==> src/rtl/muxbus_pkg.sv <==
package muxbus_pkg;
  typedef enum logic [1:0] {
    PH_IDLE = 2'd0,
    PH_ALO  = 2'd1,
    PH_DATA = 2'd2
  } phase_e;
endpackage

==> src/rtl/muxbus_seq.sv <==
module muxbus_seq
  import muxbus_pkg::*;
#(
  parameter bit SPLIT_ADDR = 1'b0
) (
  input  logic clk_i,
  input  logic rst_ni,
  input  logic start_i,
  input  logic we_i,
  output logic cap_hi_o,
  output logic cap_lo_o,
  output logic data_ph_o,
  output logic wr_o
);
  phase_e phase_q, phase_d;
  logic   we_q;

  always_comb begin
    phase_d = phase_q;
    unique case (phase_q)
      PH_IDLE: if (start_i) phase_d = SPLIT_ADDR ? PH_ALO : PH_DATA;
      PH_ALO:  phase_d = PH_DATA;
      PH_DATA: phase_d = PH_IDLE;
      default: phase_d = PH_IDLE;
    endcase
  end

  always_ff @(posedge clk_i or negedge rst_ni) begin
    if (!rst_ni) begin
      phase_q <= PH_IDLE;
      we_q    <= 1'b0;
    end else begin
      phase_q <= phase_d;
      if (cap_hi_o) we_q <= we_i;  // direction frozen at start
    end
  end

  assign cap_hi_o  = (phase_q == PH_IDLE) && start_i;
  assign cap_lo_o  = (phase_q == PH_ALO);
  assign data_ph_o = (phase_q == PH_DATA);
  assign wr_o      = we_q;
endmodule

==> src/rtl/muxbus_addr_latch.sv <==
module muxbus_addr_latch #(
  parameter int unsigned DATA_W     = 8,
  parameter bit          SPLIT_ADDR = 1'b0,
  parameter int unsigned ADDR_W     = SPLIT_ADDR ? 2 * DATA_W : DATA_W
) (
  input  logic              clk_i,
  input  logic              rst_ni,
  input  logic              cap_hi_i,
  input  logic              cap_lo_i,
  input  logic [DATA_W-1:0] bus_i,
  output logic [ADDR_W-1:0] addr_o
);
  generate
    if (SPLIT_ADDR) begin : g_split
      logic [DATA_W-1:0] hi_q, lo_q;
      always_ff @(posedge clk_i or negedge rst_ni) begin
        if (!rst_ni) begin
          hi_q <= '0;
          lo_q <= '0;
        end else begin
          if (cap_hi_i) hi_q <= bus_i;
          if (cap_lo_i) lo_q <= bus_i;
        end
      end
      assign addr_o = {hi_q, lo_q};
    end else begin : g_flat
      logic [DATA_W-1:0] a_q;
      logic              unused_lo;
      assign unused_lo = cap_lo_i;
      always_ff @(posedge clk_i or negedge rst_ni) begin
        if (!rst_ni)       a_q <= '0;
        else if (cap_hi_i) a_q <= bus_i;
      end
      assign addr_o = a_q;
    end
  endgenerate
endmodule

==> src/rtl/muxbus_store.sv <==
module muxbus_store #(
  parameter int unsigned DATA_W = 8,
  parameter int unsigned ADDR_W = 8
) (
  input  logic              clk_i,
  input  logic              wr_en_i,
  input  logic [ADDR_W-1:0] addr_i,
  input  logic [DATA_W-1:0] wdata_i,
  output logic [DATA_W-1:0] rdata_o
);
  localparam int unsigned DEPTH = 1 << ADDR_W;

  logic [DATA_W-1:0] mem_q [DEPTH];

  always_ff @(posedge clk_i) begin
    if (wr_en_i) mem_q[addr_i] <= wdata_i;
  end

  // async read: data must be on the lines within the data cycle
  assign rdata_o = mem_q[addr_i];
endmodule

==> src/rtl/muxbus_mem.sv <==
module muxbus_mem #(
  parameter int unsigned DATA_W     = 8,
  parameter bit          SPLIT_ADDR = 1'b0
) (
  input  logic              clk_i,
  input  logic              rst_ni,
  input  logic              start_i,
  input  logic              we_i,
  input  logic [DATA_W-1:0] bus_i,
  output logic [DATA_W-1:0] bus_o,
  output logic              bus_oe_o
);
  localparam int unsigned ADDR_W = SPLIT_ADDR ? 2 * DATA_W : DATA_W;

  logic              cap_hi, cap_lo, data_ph, wr;
  logic [ADDR_W-1:0] addr;
  logic [DATA_W-1:0] rdata;

  muxbus_seq #(.SPLIT_ADDR(SPLIT_ADDR)) i_seq (
    .clk_i     (clk_i),
    .rst_ni    (rst_ni),
    .start_i   (start_i),
    .we_i      (we_i),
    .cap_hi_o  (cap_hi),
    .cap_lo_o  (cap_lo),
    .data_ph_o (data_ph),
    .wr_o      (wr)
  );

  muxbus_addr_latch #(
    .DATA_W     (DATA_W),
    .SPLIT_ADDR (SPLIT_ADDR),
    .ADDR_W     (ADDR_W)
  ) i_addr (
    .clk_i    (clk_i),
    .rst_ni   (rst_ni),
    .cap_hi_i (cap_hi),
    .cap_lo_i (cap_lo),
    .bus_i    (bus_i),
    .addr_o   (addr)
  );

  muxbus_store #(.DATA_W(DATA_W), .ADDR_W(ADDR_W)) i_store (
    .clk_i   (clk_i),
    .wr_en_i (data_ph && wr),
    .addr_i  (addr),
    .wdata_i (bus_i),
    .rdata_o (rdata)
  );

  assign bus_oe_o = data_ph && !wr;
  assign bus_o    = bus_oe_o ? rdata : '0;
endmodule

==> config.mk <==
export PLATFORM = sky130hd
export DESIGN_NAME = muxbus_mem
export DESIGN_NICKNAME = d
export VERILOG_FILES = /design/src/rtl/muxbus_pkg.sv /design/src/rtl/muxbus_seq.sv /design/src/rtl/muxbus_addr_latch.sv /design/src/rtl/muxbus_store.sv /design/src/rtl/muxbus_mem.sv
export SDC_FILE = /design/constraint.sdc
export NUM_CORES = 2
export LEC_CHECK = 0
export ABC_CLOCK_PERIOD_IN_PS = 3350
export BUFFER_PORTS_ARGS = -buffer_cell sky130_fd_sc_hd__buf_2
export CAP_MARGIN = 40
export CORE_MARGIN = 2
export CORE_UTILIZATION = 50
export DETAILED_ROUTE_END_ITERATION = 6
export PLACE_DENSITY = 0.74
export SLEW_MARGIN = 20
export SYNTH_ARGS = -nofsm -noshare
export SYNTH_HDL_FRONTEND = slang
export SYNTH_SLANG_ARGS = --single-unit
==> constraint.sdc <==
create_clock -name clk_i -period 3.35 [get_ports clk_i]
set_clock_uncertainty 0.1 [all_clocks]
set_input_delay 0.5025 -clock clk_i [delete_from_list [all_inputs] [get_ports clk_i]]
set_output_delay 0.5025 -clock clk_i [all_outputs]
set_load 0.02 [all_outputs]
Yosys cells after proc, flatten, opt, wreduce, memory -nomap -nowiden --
Memories as Yosys holds them, arrays and structs flattened. Cells that the tools add are included.
Cells by class: muxes and demuxes 5, reductions and logical operators 5, equality and inequality tests 3
Operators by type and width (count):
- 8-bit 2-to-1 mux | 1
- 2-bit case mux with 2 select lines | 1
- 1-bit logical AND | 3
- 2-bit by 1-bit equality test with 1-bit output (second input constant) | 1
- 2-bit equality test (second input constant) | 1
- 2-bit zero test | 1
- 1-bit 2-to-1 mux | 2
- 2-bit 2-to-1 mux | 1
- 2-bit != test (second input constant) | 1
- 1-bit zero test | 1
Word-level totals: word-level logic and storage cells 17, output and inout port bits 9, register bits after elaboration 11, memories 1, bits in writable memories 2048
Memories:
- i_store.mem_q | depth 256, width 8, read ports 1, clocked after Yosys merged registers in 0, write ports 1, RTL line muxbus_store.sv:13 | logic [DATA_W-1:0] mem_q [DEPTH];

Logic depth before layout (Yosys ltp) --
depth after elaboration 4, gate-level depth with buffers 12, mapped depth without buffers 7

Modules after synthesis --
From an unflattened synthesis, not the netlist that was laid out.
Unflattened totals: cells, all modules 3573, area total of the unflattened synthesis 78846.9 sq um
Modules (own cells, without submodules):
- muxbus_store | instances 1, sequential area each 61499.0 sq um, cells an instance 3539, area an instance 78332.6 sq um
- muxbus_addr_latch | instances 1, sequential area each 200.2 sq um, cells an instance 17, area an instance 331.6 sq um
- muxbus_seq | instances 1, sequential area each 50.0 sq um, cells an instance 7, area an instance 98.8 sq um
- muxbus_mem | instances 1, sequential area each 0.0 sq um, cells an instance 10, area an instance 83.8 sq um

Worst setup path before layout --
Ideal clock, no wire load.
path type register to output, start point reg i_addr.g_flat.a_q[1] (netlist: i_addr.addr_o[1]), end point out bus_o[5], arrival time 2337 ps, required time 2747 ps, buffers on the path 5, slack 410 ps, stages on the path, launching flop included 12, path through dfrtp_1 > buf_6 > buf_6 > buf_8 > buf_8 > buf_8 > mux2i_1 > a221oi_2 > o21ai_0 > a311oi_1 > nor3_1 > nor3b_1
Between the ends: word-level cells in the longest chain between the ends 2
RTL lines:
- start: declaration | RTL line muxbus_addr_latch.sv:27 | logic [DATA_W-1:0] a_q;
- start signal: assignment | RTL line muxbus_addr_latch.sv:32 | else if (cap_hi_i) a_q <= bus_i;
- memory read 256 x 8 bit
- 8-bit 2-to-1 mux | RTL line muxbus_mem.sv:52 | assign bus_o = bus_oe_o ? rdata : '0;
- end: declaration | RTL line muxbus_mem.sv:10 | output logic [DATA_W-1:0] bus_o,
Every way passes these cells.

Worst setup path in the final report --
start point reg i_addr.g_flat.a_q[0] (netlist: i_addr.addr_o[0]), end point out bus_o[2]
The elaborated chain is that of the path after synthesis.

==> key figures <==
Floorplan
  • Initial Util: 50.5%
  • Top Ports: 21
  • Row count: 146
  • DIE AREA: 0.163 mm^2
  • CORE AREA: 0.159 mm^2
  • Die Wd: 404 um
  • Die Y-Extent: 404 um

Placement
  • Placer Congestion: 0.915
  • # port buffers: 20
  • Placed cell areas: 0.0871 mm^2
  • DP HPWL: 126000 um

Final layout
  • Register area: 0.0618 mm^2
  • Multi-input gate area: 0.0176 mm^2
  • Filler instances: 10700
  • Area Overhead vs Synth: 19.0%
  • Share of post-route cells with drive strength above 1: 32.5%
  • Design area: 0.0952 mm^2
  • Final net count: 4590

Clock tree
  • Total CTS buffers: 191
  • Worst-Skew Late Latency: 0.85 ns
  • Worst-path clk slew: 0.07 ns
  • CTS tree: built
  • CTS Buffer Depth: 3
  • CTS root buf: clkbuf_16
  • H-tree levels: 4
  • CTS sink cnt: 2058

Synth
  • Post-synthesis async set-or-reset flop share: 0.486%
  • Post-synthesis register bit count: 2058
  • Largest area contributor in the netlist: edfxtp_1
  • Post-Syn Nets: 3890
  • Part of the Yosys area used for sequential elements: 77.2%
  • Top cells by count, synth: edfxtp_1, mux4_2, nor2_1
  • Count of cell types in the netlist: 57
  • YS warnings: 0
  • Synth Cell Area: 0.0800 mm^2
  • Most area-consuming cells after synthesis: edfxtp_1, mux4_2, mux2i_1
  • Mean Syn Cell Area: 20.6 um^2
  • EDFF count, synth: 2048
  • Ys flop type: edfxtp_1
  • Most frequent cell after synthesis: edfxtp_1
  • Syn Inst Count: 3878
  • Share of the synthesized area in the top cell type: 76.9%

Flow run
  • Max-Cap Viols: 0

Global route
  • First-pass GRT wire length: 294000 um
  • Total track usage: 24.9%
  • Pin count of the biggest net entering global routing: 128
  • GRT Residual Overflow: 0
  • Initial antenna violation count: 2
  • Vias in the first global route: 42800

Critical path
  • Cell mode on critical path: buf_4
  • Crit start category: flop
  • Setup CP Type: reg2out
  • Crit. End Element: primary output
  • Crit-path cells: buf_12, buf_12, buf_16, buf_4, buf_4, mux4_2, a22oi_1, nand4_1, a21oi_1, buf_4, a32oi_4, buf_6
  • Slowest CP cell: dfrtp_4
  • Crit path max fanout: 7
  • Critical Path AT: 3.94 ns
  • Slowest stage delay, CP: 0.55 ns
  • CP required: 2.75 ns

Detailed routing
  • Post-Route WL: 204000 um
  • Antenna Nets Post-Route: 0
  • Drt pass-1 iters: 7
  • Initial DRC count: 6356
  • Wire per inst: 30.0 um
  • Residual DRC: 0
  • Via count of the routed design: 42700
  • DR vias/cell: 6.27

Timing
  • Worst slew margin: 36.5%
  • Worst setup margin: -1.19 ns
  • Pins Over Slew Limit: 0
  • Max Freq: 220 MHz
  • Fin crit period: 4.54 ns
  • Worst hold slack: 0.0424 ns
  • RSZ-0062 raised after global routing: yes
  • Slew @ Worst Pin: 0.952 ns
  • Final setup viols: 8
  • Part of the cycle the worst path needs: 136%
  • Final hold vios: 0

Power
  • Tot Pwr: 57.2 mW
  • Leak: 31.3 nW
  • Peak supply drop: 0.000553 V
  • P per Cell Area: 601 mW/mm^2

Outcome
  • Failing checks: setup timing
  • Outcome: finished with violations

Hold path
  • Hold Path Class: in2reg
[final timing paths]
| path | startpoint | to | slack [ns] | depth (start not counted) |
|---|---|---|---|---|
| setup / recovery | i_addr.addr_o[0] | bus_o[2] | -1.19 | 12 |
| hold / removal | bus_i[0] | i_store.mem_q[133][0] | 0.04 | 1 |
| setup reg to reg | i_addr.addr_o[1] | i_store.mem_q[202][3] | 0.07 | 8 |
| hold reg to reg | i_seq.wr_o | i_seq.wr_o | 0.46 | 1 |
| max in group asynchronous | rst_ni | i_addr.addr_o[1] | 2.78 | 2 |
| min in group asynchronous | rst_ni | i_seq.phase_q[1] | 0.13 | 2 |
[power by group]
group / switching, mW / total [mW] / internal [mW] / leakage (nW)
Sequential: 0.0561 / 28.4 / 28.4 / 18.5
Clock: 9.50 / 21.3 / 11.8 / 2.99
Combinational: 4.13 / 7.47 / 3.33 / 9.79
[worst max-delay path: cells and delay by family, from the launching register on]
| kind | cells | cell delay, ns |
|---|---|---|
| buf+inv | 7 | 1.12 |
| mux | 1 | 0.41 |
| compound gates | 3 | 0.67 |
| simple gates | 1 | 0.32 |
| flops | 1 | 0.55 |
[state kept, by name, summed over array words and instances (netlist names)]
| name | flops |
|---|---|
| i_addr.addr_o | 8 |
| i_seq.wr_o | 1 |
| i_store.mem_q | 2048 |
| i_seq.phase_q | 1 |
[cell usage in the layout, fill, tap and decap left out, types with 17 or more instances in the layout]
cell type / n
edfxtp_1: 2048
buf_4: 600
mux4_2: 385
nor2_1: 278
mux2i_1: 257
clkbuf_16: 196
nand2_1: 84
a22oi_1: 74
buf_12: 71
clkinv_1: 53
nand3_1: 43
clkbuf_1: 36
a22o_1: 35
clkinv_2: 33
o21ai_0: 32
nand4_1: 31
o22ai_1: 30
a21oi_1: 30
a221oi_1: 25
mux2_2: 25
buf_6: 21
a221oi_2: 19
and3_1: 17
o211ai_1: 17
a22oi_2: 17
[final cells by class]
cell class / instances / area share (%)
multi-input cells: 1584 / 18.5
flip-flops and latches: 2058 / 64.9
well taps: 2072 / 2.72
inverters: 4 / 0.0158
diodes: 1 / 0.00263
clock buffers: 233 / 5.28
repair buffers: 739 / 7.43
clock inverters: 123 / 1.17
[per-stage QoR]
step / TNS [ns] / cells / setup WS, ns / util (%)
global placement: -3.83 / 6385 / -0.850 / 55.0
global route: -9.31 / 6813 / -1.23 / 60.1
finish: -8.78 / 6814 / -1.19 / 60.1
CTS: -8.56 / 6781 / -1.10 / 59.6
floorplan: 0 / 3878 / 0.410 / -
detailed placement: -3.35 / 6387 / -0.849 / 55.0
[metal layers]
layer	wire length (um)	vias up	track usage (%)
met5	0	-	0
met4	9250	0	9.90
met3	22000	497	5.29
met2	98000	2584	39.7
met1	75200	22000	34.0
li1	-	17600	-
[cell families after synthesis]
logic type	share of synthesized area [%]
compound gates	3.49
simple gates	2.98
buf+inv	1.79
flops	77.2
mux	14.6
[what timing repair did]
action	4_1_cts	5_1_grt
endpoints found under the setup margin	8	24
gates resized for setup	134	76
setup buffers	24	30
pin swaps	32	38
endpoints found under the hold margin	56	1
hold buffers	5	1
cloned	10	2
No activity file was read; power rests on OpenSTA's default activity.
